[config.mk]
export PLATFORM = sky130hd
export DESIGN_NAME = cascade_pic
export DESIGN_NICKNAME = d
export VERILOG_FILES = /design/src/rtl/cpic_pkg.sv /design/src/rtl/cpic_lowest.sv /design/src/rtl/cpic_unit.sv /design/src/rtl/cascade_pic.sv
export SDC_FILE = /design/constraint.sdc
export NUM_CORES = 1
export LEC_CHECK = 0
export ABC_AREA = 1
export CAP_MARGIN = 20
export CORE_AREA = 2 2 92 94
export DETAILED_ROUTE_END_ITERATION = 7
export DIE_AREA = 0 0 94 96
export PLACE_DENSITY = 0.57
export RECOVER_POWER = 100
export SLEW_MARGIN = 20
export SYNTH_ARGS = -nofsm -noshare
export SYNTH_HDL_FRONTEND = slang
export SYNTH_SLANG_ARGS = --single-unit
[constraint.sdc]
create_clock -name clk -period 4.4 [get_ports clk]
set_clock_uncertainty 0.05 [all_clocks]
set_input_delay 0.66 -clock clk [delete_from_list [all_inputs] [get_ports clk]]
set_output_delay 0.66 -clock clk [all_outputs]
set_load 0.05 [all_outputs]
[src/rtl/cpic_pkg.sv]
package cpic_pkg;
  typedef enum logic [2:0] {
    ADR_PRI_BASE = 3'd0,
    ADR_SEC_BASE = 3'd1,
    ADR_PRI_MASK = 3'd2,
    ADR_SEC_MASK = 3'd3,
    ADR_PRI_EOI  = 3'd4,
    ADR_SEC_EOI  = 3'd5
  } cpic_addr_e;
endpackage

[src/rtl/cpic_lowest.sv]
module cpic_lowest #(
  parameter int N  = 8,
  parameter int IW = $clog2(N)
) (
  input  logic [N-1:0]  vec,
  output logic          any,
  output logic [IW-1:0] idx
);
  always_comb begin
    any = |vec;
    idx = '0;
    for (int i = N - 1; i >= 0; i--) begin
      if (vec[i]) idx = IW'(i);
    end
  end
endmodule

[src/rtl/cpic_unit.sv]
module cpic_unit #(
  parameter int         N        = 8,
  parameter int         IW       = $clog2(N),
  parameter logic [7:0] BASE_RST = 8'h08
) (
  input  logic          clk,
  input  logic          rst,
  input  logic [N-1:0]  req_i,
  input  logic          base_we,
  input  logic          mask_we,
  input  logic          eoi_we,
  input  logic [7:0]    wdata,
  input  logic          ack_i,
  output logic          int_o,
  output logic [IW-1:0] win_o,
  output logic [7:0]    base_o,
  output logic [N-1:0]  mask_o
);
  logic [N-1:0]  mask_q, is_q, is_nxt, pend;
  logic [7:0]    base_q;
  logic          p_any, s_any;
  logic [IW-1:0] p_idx, s_idx;

  assign pend = req_i & ~mask_q;

  cpic_lowest #(.N(N), .IW(IW)) u_pend (.vec(pend), .any(p_any), .idx(p_idx));
  cpic_lowest #(.N(N), .IW(IW)) u_serv (.vec(is_q), .any(s_any), .idx(s_idx));

  assign int_o  = p_any && (!s_any || (p_idx < s_idx));
  assign win_o  = p_idx;
  assign base_o = base_q;
  assign mask_o = mask_q;

  always_comb begin
    is_nxt = is_q;
    if (eoi_we) is_nxt[wdata[IW-1:0]] = 1'b0;
    if (ack_i && int_o) is_nxt[p_idx] = 1'b1;
  end

  always_ff @(posedge clk) begin
    if (rst) begin
      mask_q <= '0;
      is_q   <= '0;
      base_q <= BASE_RST;
    end else begin
      is_q <= is_nxt;
      if (base_we) base_q <= wdata;
      if (mask_we) mask_q <= wdata[N-1:0];
    end
  end

  // an accepted acknowledge leaves the winner in service
  assert_is_set_R6: assert property (@(posedge clk) disable iff (rst)
    (ack_i && int_o) |=> is_q[$past(p_idx)]);

  // an end-of-interrupt write without acknowledge clears the named bit
  assert_eoi_clears_R7: assert property (@(posedge clk) disable iff (rst)
    (eoi_we && !ack_i) |=> !is_q[$past(wdata[IW-1:0])]);
endmodule

[src/rtl/cascade_pic.sv]
module cascade_pic #(
  parameter int         UNIT_N   = 8,
  parameter int         CASC     = 2,
  parameter logic [7:0] PRI_BASE = 8'h08,
  parameter logic [7:0] SEC_BASE = 8'h70
) (
  input  logic                clk,
  input  logic                rst,
  input  logic [2*UNIT_N-1:0] irq_in,
  output logic                int_out,
  input  logic [2:0]          bus_addr,
  input  logic                bus_wr,
  input  logic [7:0]          bus_wdata,
  input  logic                bus_ack,
  output logic [7:0]          bus_rdata
);
  import cpic_pkg::*;

  localparam int IW  = $clog2(UNIT_N);
  localparam int TOT = 2 * UNIT_N;

  logic [TOT-1:0]    irr_q;
  logic [UNIT_N-1:0] p_req, p_mask, s_mask;
  logic              p_int, s_int, p_ack, s_ack, casc_win;
  logic [IW-1:0]     p_win, s_win;
  logic [7:0]        p_base, s_base, vec_d;
  logic              unused_cascade_pin;
  cpic_addr_e        adr;

  assign adr                = cpic_addr_e'(bus_addr);
  assign unused_cascade_pin = irr_q[CASC];

  generate
    for (genvar i = 0; i < UNIT_N; i++) begin : g_pri_in
      if (i == CASC) begin : g_casc
        assign p_req[i] = s_int;
      end else begin : g_dev
        assign p_req[i] = irr_q[i];
      end
    end
  endgenerate

  assign casc_win = p_int && (p_win == IW'(CASC));
  assign p_ack    = bus_ack;
  assign s_ack    = bus_ack && casc_win;

  cpic_unit #(.N(UNIT_N), .IW(IW), .BASE_RST(PRI_BASE)) u_pri (
    .clk(clk), .rst(rst), .req_i(p_req),
    .base_we(bus_wr && adr == ADR_PRI_BASE),
    .mask_we(bus_wr && adr == ADR_PRI_MASK),
    .eoi_we (bus_wr && adr == ADR_PRI_EOI),
    .wdata(bus_wdata), .ack_i(p_ack),
    .int_o(p_int), .win_o(p_win), .base_o(p_base), .mask_o(p_mask));

  cpic_unit #(.N(UNIT_N), .IW(IW), .BASE_RST(SEC_BASE)) u_sec (
    .clk(clk), .rst(rst), .req_i(irr_q[TOT-1:UNIT_N]),
    .base_we(bus_wr && adr == ADR_SEC_BASE),
    .mask_we(bus_wr && adr == ADR_SEC_MASK),
    .eoi_we (bus_wr && adr == ADR_SEC_EOI),
    .wdata(bus_wdata), .ack_i(s_ack),
    .int_o(s_int), .win_o(s_win), .base_o(s_base), .mask_o(s_mask));

  always_comb begin
    if (!p_int)       vec_d = {p_base[7:IW], {IW{1'b1}}};
    else if (casc_win) vec_d = {s_base[7:IW], s_win};
    else              vec_d = {p_base[7:IW], p_win};
  end

  always_ff @(posedge clk) begin
    if (rst) begin
      irr_q     <= '0;
      int_out   <= 1'b0;
      bus_rdata <= '0;
    end else begin
      irr_q   <= irq_in;
      int_out <= p_int;
      if (bus_ack) bus_rdata <= vec_d;
    end
  end

  // with every primary line masked, the output stays low
  assert_mask_blocks_R5: assert property (@(posedge clk) disable iff (rst)
    (&p_mask) |=> !int_out);

  // a cascade win returns the secondary unit's base
  assert_sec_vector_R8: assert property (@(posedge clk) disable iff (rst)
    (bus_ack && casc_win) |=> bus_rdata[7:IW] == $past(s_base[7:IW]));
endmodule

==> results of run 1 <==
-- critical path: stages (launching register included) --
cell      delay (ps)
dfxtp_1          330
o21ai_0          220
nor2_1           100
nor3_1           130
clkbuf_1         280
ha_1             300
a21oi_1          130
nand2_1           70
nand2_1           70
nand3_1          150
nand3_1          110
inv_1             60
o21ai_2          110
inv_1            120
ha_1             320
nand2_1           70
nor2_1            40
nand2_1           60
nand2_1           80
nand2_4          120
nand3_2          150
nor2_1           200
nand2_1          100
a21oi_1          120
-- synthesized netlist by cell type --
cell type	instances
nand3_2	2
inv_1	86
nand2_4	1
ha_1	3
nand4_1	7
nor2_8	1
a31oi_1	2
o21a_1	1
nor4_1	2
nand2_1	77
dfxtp_1	66
nor2_1	65
o21ai_2	2
o311ai_0	2
a21boi_0	1
nand3_4	1
a21oi_2	8
o21bai_1	1
a21oi_1	46
o21ai_1	2
buf_1	3
nand2_2	6
o21ai_0	30
o211ai_1	4
nor2_4	1
nand3_1	12
nor3_1	17
inv_2	3
clkbuf_1	6
-- metrics by stage --
| step | util | total power, mW |
|---|---|---|
| finish | 0.474 | 1.58 |
| global route | 0.474 | 1.66 |
| CTS | 0.478 | 1.60 |
| detailed placement | 0.451 | 1.04 |
| global placement | 0.451 | 1.04 |
| floorplan | - | 0.933 |
-- power groups by stage --
stage | clock, mW | combinational [mW] | sequential (mW)
2_1_floorplan | 0 | 0.224 | 0.709
3_3_place_gp | 0 | 0.374 | 0.665
3_5_place_dp | 0 | 0.377 | 0.666
4_1_cts | 0.573 | 0.379 | 0.652
5_1_grt | 0.596 | 0.409 | 0.656
6_report | 0.563 | 0.365 | 0.651
-- worst paths after layout --
| path | startpoint | end | slack, ps | cells after the start |
|---|---|---|---|---|
| hold / removal | u_sec.mask_o[6]$_SDFFE_PP0P_ | u_sec.mask_o[6]$_SDFFE_PP0P_ | 410 | 2 |
| setup reg to reg | u_sec.mask_o[7]$_SDFFE_PP0P_ | u_pri.is_q[6]$_SDFF_PP0_ | 830 | 23 |
| setup / recovery | u_sec.mask_o[7]$_SDFFE_PP0P_ | u_pri.is_q[6]$_SDFF_PP0_ | 830 | 23 |
| hold reg to reg | u_sec.mask_o[6]$_SDFFE_PP0P_ | u_sec.mask_o[6]$_SDFFE_PP0P_ | 410 | 2 |
-- sequential cells by signal, indices dropped and copies added (netlist names) --
signal	flops
irr_q	15
u_pri.is_q	8
int_out	1
u_sec.base_o	5
bus_rdata	8
u_pri.mask_o	8
u_sec.mask_o	8
u_pri.base_o	5
u_sec.is_q	8
-- layer usage --
layer | vias to the layer above | global-route usage | part of all wire
li1 | 1536 | - | -
met1 | 1281 | 0.219 | 0.48
met2 | 51 | 0.314 | 0.47
met3 | 9 | 0.0258 | 0.031
met4 | 0 | 0.0580 | 0.014
met5 | - | 0 | 0
-- cells in the final DEF, fill, tap and decap left out, types with 2 or more instances in the layout --
cell type and instances:
nand4_1 7, nand2_1 78, ha_1 3, dlygate4sd3_1 10
nor4_1 2, nand3_1 13, a21oi_1 53, inv_1 87
clkinvlp_4 2, o311ai_0 2, clkbuf_1 2, bufinv_16 2
inv_2 2, clkbuf_8 9, dfxtp_1 66, clkdlybuf4s50_1 28
nand2_2 5, nor3_1 16, nor2_1 65, o211ai_1 4
clkinv_2 2, o21ai_2 2, o21ai_0 31, a31oi_1 2
-- kinds of logic (layout without fill, tap and decap cells) --
group,Yosys count,after routing
AO/OA/AOI/OAI,99,99
flip-flops,66,66
AND/OR/NAND/NOR,192,192
adder cells (fa/ha/maj),3,3
buffers and inverters,98,145
-- area by class of cell --
class	instances	area, um^2	area share
flip-flops and latches	66	1320	0.346
inverters	89	334	0.0876
multi-input cells	294	1420	0.373
clock inverters	7	93.8	0.0246
repair buffers	40	388	0.102
clock buffers	9	124	0.0325
well taps	105	131	0.0344
==> metrics.txt, run 1 <==
# TYPE chip_impl_metric gauge
chip_impl_metric{name="yosysWarningCount",unit=""} 0
chip_impl_metric{name="placedInstanceArea",unit="um^2"} 3630
chip_impl_metric{name="combPwrFrac",unit=""} 0.231
chip_impl_metric{name="synth_fp_nets",unit=""} 492
chip_impl_info{name="root_buffer",value="clkbuf_8"} 1
chip_impl_metric{name="die_x_extent",unit="um"} 94
chip_impl_metric{name="maxSlewHeadroom",unit=""} -0.186
chip_impl_metric{name="worstSkewPairLatency",unit="ps"} 340
chip_impl_metric{name="max_clock_freq",unit="MHz"} 280
chip_impl_info{name="worstSetupPathType",value="reg2reg"} 1
chip_impl_metric{name="number_of_synthesized_register_bits",unit=""} 66
chip_impl_metric{name="globalRouteTotalUtil",unit=""} 0.176
chip_impl_metric{name="synthAdderAreaFrac",unit=""} 0.0120
chip_impl_metric{name="die_area",unit="um^2"} 9020
chip_impl_metric{name="mean_syn_cell_area",unit="um^2"} 6.85
chip_impl_metric{name="final_cell_count_no_fill",unit=""} 610
chip_impl_metric{name="die_y",unit="um"} 96
chip_impl_metric{name="route.vias.total",unit=""} 2877
chip_impl_info{name="grt_setup_unrepaired",value="no"} 1
chip_impl_metric{name="dp_worst_setup_slack",unit="ps"} 1070
chip_impl_info{name="status",value="complete, but fails checks"} 1
chip_impl_metric{name="htree_num_levels",unit=""} 3
chip_impl_metric{name="grt_overflow",unit=""} 0
chip_impl_info{name="worstSetupStartpointType",value="register"} 1
chip_impl_metric{name="total_switching_power",unit="mW"} 0.503
chip_impl_metric{name="cts_made_buffers",unit=""} 9
chip_impl_metric{name="max-vdd-ir-drop",unit="mV"} 0.187
chip_impl_metric{name="synth-compound-area-share",unit=""} 0.179
chip_impl_metric{name="swShare",unit=""} 0.318
chip_impl_metric{name="timing_max_transition_violations_final",unit=""} 39
chip_impl_info{name="synth_largest_area_cell",value="dfxtp_1"} 1
chip_impl_info{name="critPathCaptureType",value="register"} 1
chip_impl_metric{name="final-setup-viol-count",unit=""} 0
chip_impl_metric{name="layout.filler_cells",unit=""} 849
chip_impl_metric{name="place_congestion",unit=""} 0.810
chip_impl_metric{name="p_int",unit="mW"} 1.08
chip_impl_metric{name="detail_route.first_pass.iterations",unit=""} 5
chip_impl_metric{name="design_area",unit="um^2"} 3810
chip_impl_metric{name="share_of_power_burned_in_the_clock_network",unit=""} 0.357
chip_impl_metric{name="clk_pin_slew",unit="ps"} 80
chip_impl_metric{name="cts_post_setup_buffers_inserted",unit=""} 0
chip_impl_metric{name="period_share",unit=""} 0.812
chip_impl_metric{name="power_frac_seq",unit=""} 0.412
chip_impl_metric{name="drv.max_cap_violation_count",unit=""} 1
chip_impl_metric{name="synth_area",unit="um^2"} 3140
chip_impl_metric{name="timing.setup.tns",unit="ps"} 0
chip_impl_metric{name="post_synth_and_or_nand_nor_area_fraction",unit=""} 0.271
chip_impl_metric{name="grt_start_max_net_pins",unit=""} 39
chip_impl_metric{name="fraction_of_layout_cells_with_a_size_suffix_above_1",unit=""} 0.0634
chip_impl_metric{name="fin_hold_ws",unit="ps"} 406
chip_impl_metric{name="avgViaCountPerCell",unit=""} 4.72
chip_impl_metric{name="io_buffer_count",unit=""} 38
chip_impl_metric{name="worst_pin_slew",unit="ps"} 1780
chip_impl_metric{name="static_leakage",unit="nW"} 1.73
chip_impl_metric{name="antenna_found_initial",unit=""} 0
chip_impl_metric{name="syn-instance-count",unit=""} 458
chip_impl_metric{name="design.final.nets",unit=""} 534
chip_impl_metric{name="routed_wl",unit="um"} 7260
chip_impl_info{name="worstHoldPathType",value="reg2reg"} 1
chip_impl_metric{name="synth.top_cell.area_share",unit=""} 0.421
chip_impl_metric{name="vias_in_the_first_global_route",unit=""} 2747
chip_impl_metric{name="seq_area_frac_synth",unit=""} 0.421
chip_impl_metric{name="num_rows",unit=""} 33
chip_impl_metric{name="postLayoutSetupSlackWorst",unit="ps"} 827
chip_impl_metric{name="ctsHoldBuffers",unit=""} 0
chip_impl_info{name="ys_top_cells_by_area",value="dfxtp_1 (42%), inv_1 (10%), nand2_1 (9.2%), nor2_1 (7.8%), a21oi_1 (7.3%)"} 1
chip_impl_metric{name="placed_cells",unit=""} 594
chip_impl_metric{name="synth_cell_types",unit=""} 29
chip_impl_metric{name="post_synth_mux_area_share",unit=""} 0
chip_impl_info{name="cts_tree",value="yes"} 1
chip_impl_metric{name="area_delta_synth_final",unit="%"} 21.5
chip_impl_metric{name="avgRoutedWirePerCell",unit="um"} 11.9
chip_impl_metric{name="ctsResizeCount",unit=""} 0
chip_impl_metric{name="worstPathArrival",unit="ps"} 3780
chip_impl_metric{name="coreArea",unit="um^2"} 8050
chip_impl_metric{name="antenna_left",unit=""} 0
chip_impl_metric{name="grt_pass1_wl",unit="um"} 12400
chip_impl_metric{name="layout_min_cycle_time",unit="ps"} 3570
chip_impl_metric{name="clk_path_buf_depth",unit=""} 2
chip_impl_metric{name="initial_core_util",unit=""} 0.390
chip_impl_metric{name="numClockSinks",unit=""} 66
chip_impl_info{name="violated_checks",value="max-capacitance violations, max-slew violations"} 1
chip_impl_metric{name="power_density",unit="nW/um^2"} 414
chip_impl_metric{name="n_antenna_cell",unit=""} 0
chip_impl_metric{name="detailedRoute.firstIterationViolations",unit=""} 141
chip_impl_metric{name="final-hold-violation-count",unit=""} 0
chip_impl_info{name="combinational_family_with_the_most_area_after_synthesis",value="simple AND/OR/NAND/NOR gates"} 1
chip_impl_metric{name="critical_path_peak_fanout",unit=""} 8
chip_impl_metric{name="timing.critical_path.required",unit="ps"} 4600
chip_impl_metric{name="synthXorXnorAreaFrac",unit=""} 0
chip_impl_metric{name="detail_route.drc_violations",unit=""} 0
chip_impl_metric{name="boundaryPins",unit=""} 40
chip_impl_metric{name="dp.final_hpwl",unit="um"} 5430
Note: power is estimated with default switching activity, not from simulation.
==> run 2, diff against run 1 <==
clock period = 3.4 ns   (was 4.4 ns; I/O delays follow)
==> run 2 against run 1 <==
Net effect: the flow now finishes without violations; sequential power is 30% higher; worst setup slack worse by 580 ps; largest cell class unchanged; largest power group unchanged; critical path type unchanged; clock-buffer cell count is 1 higher.
==> metrics.txt, run 2 (synthesis results as in run 1) <==
# TYPE chip_impl_metric gauge
chip_impl_metric{name="design.final.nets",unit=""} 540
chip_impl_metric{name="dp.final_hpwl",unit="um"} 5480
chip_impl_info{name="cts_tree",value="yes"} 1
chip_impl_info{name="regMostFlops",value="irr_q"} 1
chip_impl_metric{name="fraction_of_layout_cells_with_a_size_suffix_above_1",unit=""} 0.106
chip_impl_info{name="worstSetupPathType",value="reg2reg"} 1
chip_impl_info{name="most-common-layout-cells",value="inv_1 (85), nand2_1 (77), dfxtp_1 (65)"} 1
chip_impl_metric{name="timing.setup.tns",unit="ps"} 0
chip_impl_metric{name="timing_max_transition_violations_final",unit=""} 0
chip_impl_metric{name="largest_reg_flops",unit=""} 15
chip_impl_metric{name="die_x_extent",unit="um"} 94
chip_impl_metric{name="avgViaCountPerCell",unit=""} 4.77
chip_impl_metric{name="static_leakage",unit="nW"} 1.76
chip_impl_metric{name="boundaryPins",unit=""} 40
chip_impl_info{name="status",value="complete, no violations"} 1
chip_impl_metric{name="ctsHoldBuffers",unit=""} 0
chip_impl_info{name="worst_path_most_repeated_cell",value="nand2_1"} 1
chip_impl_metric{name="vias_in_the_first_global_route",unit=""} 2801
chip_impl_metric{name="final-setup-viol-count",unit=""} 0
chip_impl_metric{name="power_density",unit="nW/um^2"} 498
chip_impl_metric{name="numClockSinks",unit=""} 66
chip_impl_metric{name="max_stage_delay",unit="ps"} 350
chip_impl_metric{name="antenna_left",unit=""} 0
chip_impl_metric{name="initial_core_util",unit=""} 0.390
chip_impl_info{name="worstSetupStartpointType",value="register"} 1
chip_impl_metric{name="postLayoutSetupSlackWorst",unit="ps"} 249
chip_impl_metric{name="final-hold-violation-count",unit=""} 0
chip_impl_metric{name="detail_route.drc_violations",unit=""} 0
chip_impl_metric{name="avgRoutedWirePerCell",unit="um"} 12.0
chip_impl_metric{name="grt_start_max_net_pins",unit=""} 38
chip_impl_metric{name="worstPathArrival",unit="ps"} 3370
chip_impl_metric{name="final_core_utilization",unit=""} 0.482
chip_impl_metric{name="route.vias.total",unit=""} 2933
chip_impl_metric{name="combined_area_of_the_multi_input_logic_cells",unit="um^2"} 1490
chip_impl_metric{name="n_antenna_cell",unit=""} 0
chip_impl_metric{name="area_delta_synth_final",unit="%"} 23.5
chip_impl_metric{name="worstSkewPairLatency",unit="ps"} 340
chip_impl_metric{name="period_share",unit=""} 0.927
chip_impl_info{name="cp_slowest_cell",value="dfxtp_2"} 1
chip_impl_metric{name="die_area",unit="um^2"} 9020
chip_impl_metric{name="clk_pin_slew",unit="ps"} 70
chip_impl_metric{name="grt_pass1_wl",unit="um"} 12400
chip_impl_info{name="grt_setup_unrepaired",value="no"} 1
chip_impl_metric{name="crit_buf_inv",unit=""} 5
chip_impl_metric{name="grt_overflow",unit=""} 0
chip_impl_metric{name="detailedRoute.firstIterationViolations",unit=""} 98
chip_impl_metric{name="num_rows",unit=""} 33
chip_impl_metric{name="max-vdd-ir-drop",unit="mV"} 0.197
chip_impl_metric{name="critical_path_peak_fanout",unit=""} 8
chip_impl_metric{name="layout_min_cycle_time",unit="ps"} 3150
chip_impl_info{name="crit_chain",value="nor2_1 -> o311ai_1 -> nand3_1 -> ha_1 -> nand2_1 -> inv_1 -> nand2_1 -> nand2_1 -> nand2_1 -> nand3_2 -> nand3_2 -> inv_2 -> o21ai_4 -> inv_2 -> ha_1 -> inv_1 -> o21bai_1 -> inv_1 -> nand2_1 -> nand2_4 -> nand3_4 -> nor2_8 -> a21oi_1 -> nor2_1"} 1
chip_impl_metric{name="layout.filler_cells",unit=""} 856
chip_impl_info{name="layout_commonest_cell",value="inv_1"} 1
chip_impl_metric{name="htree_num_levels",unit=""} 3
chip_impl_info{name="path_delay_family",value="simple AND/OR/NAND/NOR gates"} 1
chip_impl_metric{name="cts_made_buffers",unit=""} 9
chip_impl_metric{name="final-seq-area",unit="um^2"} 1320
chip_impl_metric{name="clk_path_buf_depth",unit=""} 2
chip_impl_metric{name="worst_pin_slew",unit="ps"} 737
chip_impl_info{name="worstHoldPathType",value="reg2reg"} 1
chip_impl_metric{name="power",unit="mW"} 1.93
chip_impl_metric{name="coreArea",unit="um^2"} 8050
chip_impl_metric{name="io_buffer_count",unit=""} 38
chip_impl_metric{name="maxSlewHeadroom",unit=""} 0.508
chip_impl_metric{name="antenna_found_initial",unit=""} 0
chip_impl_metric{name="die_y",unit="um"} 96
chip_impl_info{name="critPathCaptureType",value="register"} 1
chip_impl_metric{name="detail_route.first_pass.iterations",unit=""} 5
chip_impl_metric{name="dp_worst_setup_slack",unit="ps"} 55.2
chip_impl_metric{name="max_clock_freq",unit="MHz"} 317
chip_impl_info{name="root_buffer",value="clkbuf_8"} 1
chip_impl_metric{name="routed_wl",unit="um"} 7370
chip_impl_metric{name="place_congestion",unit=""} 0.844
chip_impl_metric{name="timing.critical_path.required",unit="ps"} 3610
chip_impl_metric{name="drv.max_cap_violation_count",unit=""} 0
chip_impl_metric{name="globalRouteTotalUtil",unit=""} 0.177
run 2: cell count changes in the layout (fill, tap and decap cells not counted), sizes merged:
cell / delta
clkbuf: -1
buf: +7
clkinv: +1
clkinvlp: -1
nor2: +1
bufinv: -2
run 2: cell type report:
class | instances | area share
multi-input cells | 295 | 0.384
flip-flops and latches | 66 | 0.341
repair buffers | 45 | 0.112
inverters | 89 | 0.0862
clock buffers | 10 | 0.0355
well taps | 105 | 0.0339
clock inverters | 5 | 0.00807
run 2: path summary, 6_finish.rpt:
path | startpoint | to | slack (ps) | cells past startpoint
worst min-delay path | u_sec.mask_o[6]$_SDFFE_PP0P_ | u_sec.mask_o[6]$_SDFFE_PP0P_ | 400 | 2
worst min register to register | u_sec.mask_o[6]$_SDFFE_PP0P_ | u_sec.mask_o[6]$_SDFFE_PP0P_ | 400 | 2
worst max register to register | u_sec.is_q[6]$_SDFF_PP0_ | u_sec.is_q[0]$_SDFF_PP0_ | 250 | 24
worst max-delay path | u_sec.is_q[6]$_SDFF_PP0_ | u_sec.is_q[0]$_SDFF_PP0_ | 250 | 24
run 2: worst reg2reg max path: cells and delay by family, from the launching register on:
family	cells	cell delay [ps]
and+or+nand+nor	13	1270
adders and majority gates	2	590
AOI/OAI and AO/OA	4	540
DFF	1	350
buffers and inverters	5	260
run 2: report_power, final:
group	internal [mW]	total, mW	switching, mW	leakage [nW]
sequential	0.822	0.844	0.0219	0.541
combinational	0.181	0.512	0.331	1.13
clock	0.278	0.577	0.299	0.0879
run 2: what timing repair did:
action | CTS | global route
endpoints found under the hold margin | 0 | 0
resized for setup | 0 | 10
endpoints found under the setup margin | 0 | 24
setup buffers | 0 | 3
run 2: per-stage QoR:
| stage | instances | hold WS [ps] | cell area (um^2) |
|---|---|---|---|
| after floorplan | 458 | 379 | 3140 |
| after global placement | 596 | 390 | 3650 |
| after detailed placement | 596 | 399 | 3650 |
| after CTS | 611 | 410 | 3820 |
| after global routing | 615 | 438 | 3880 |
| final | 615 | 405 | 3880 |
run 2: routing by layer:
layer	global-route usage	wire [um]	vias to the layer above
met5	0	0	-
met4	0.0773	138	0
met2	0.307	3490	58
met1	0.216	3430	1310
met3	0.0321	301	13
li1	-	-	1552
==> run 3, diff against run 2 <==
ABC_CLOCK_PERIOD_IN_PS = 3400   (was not set)
TNS_END_PERCENT = 1   (was not set)
==> results of run 3 <==
Final layout, timing and power as in run 2 (identical DEF).
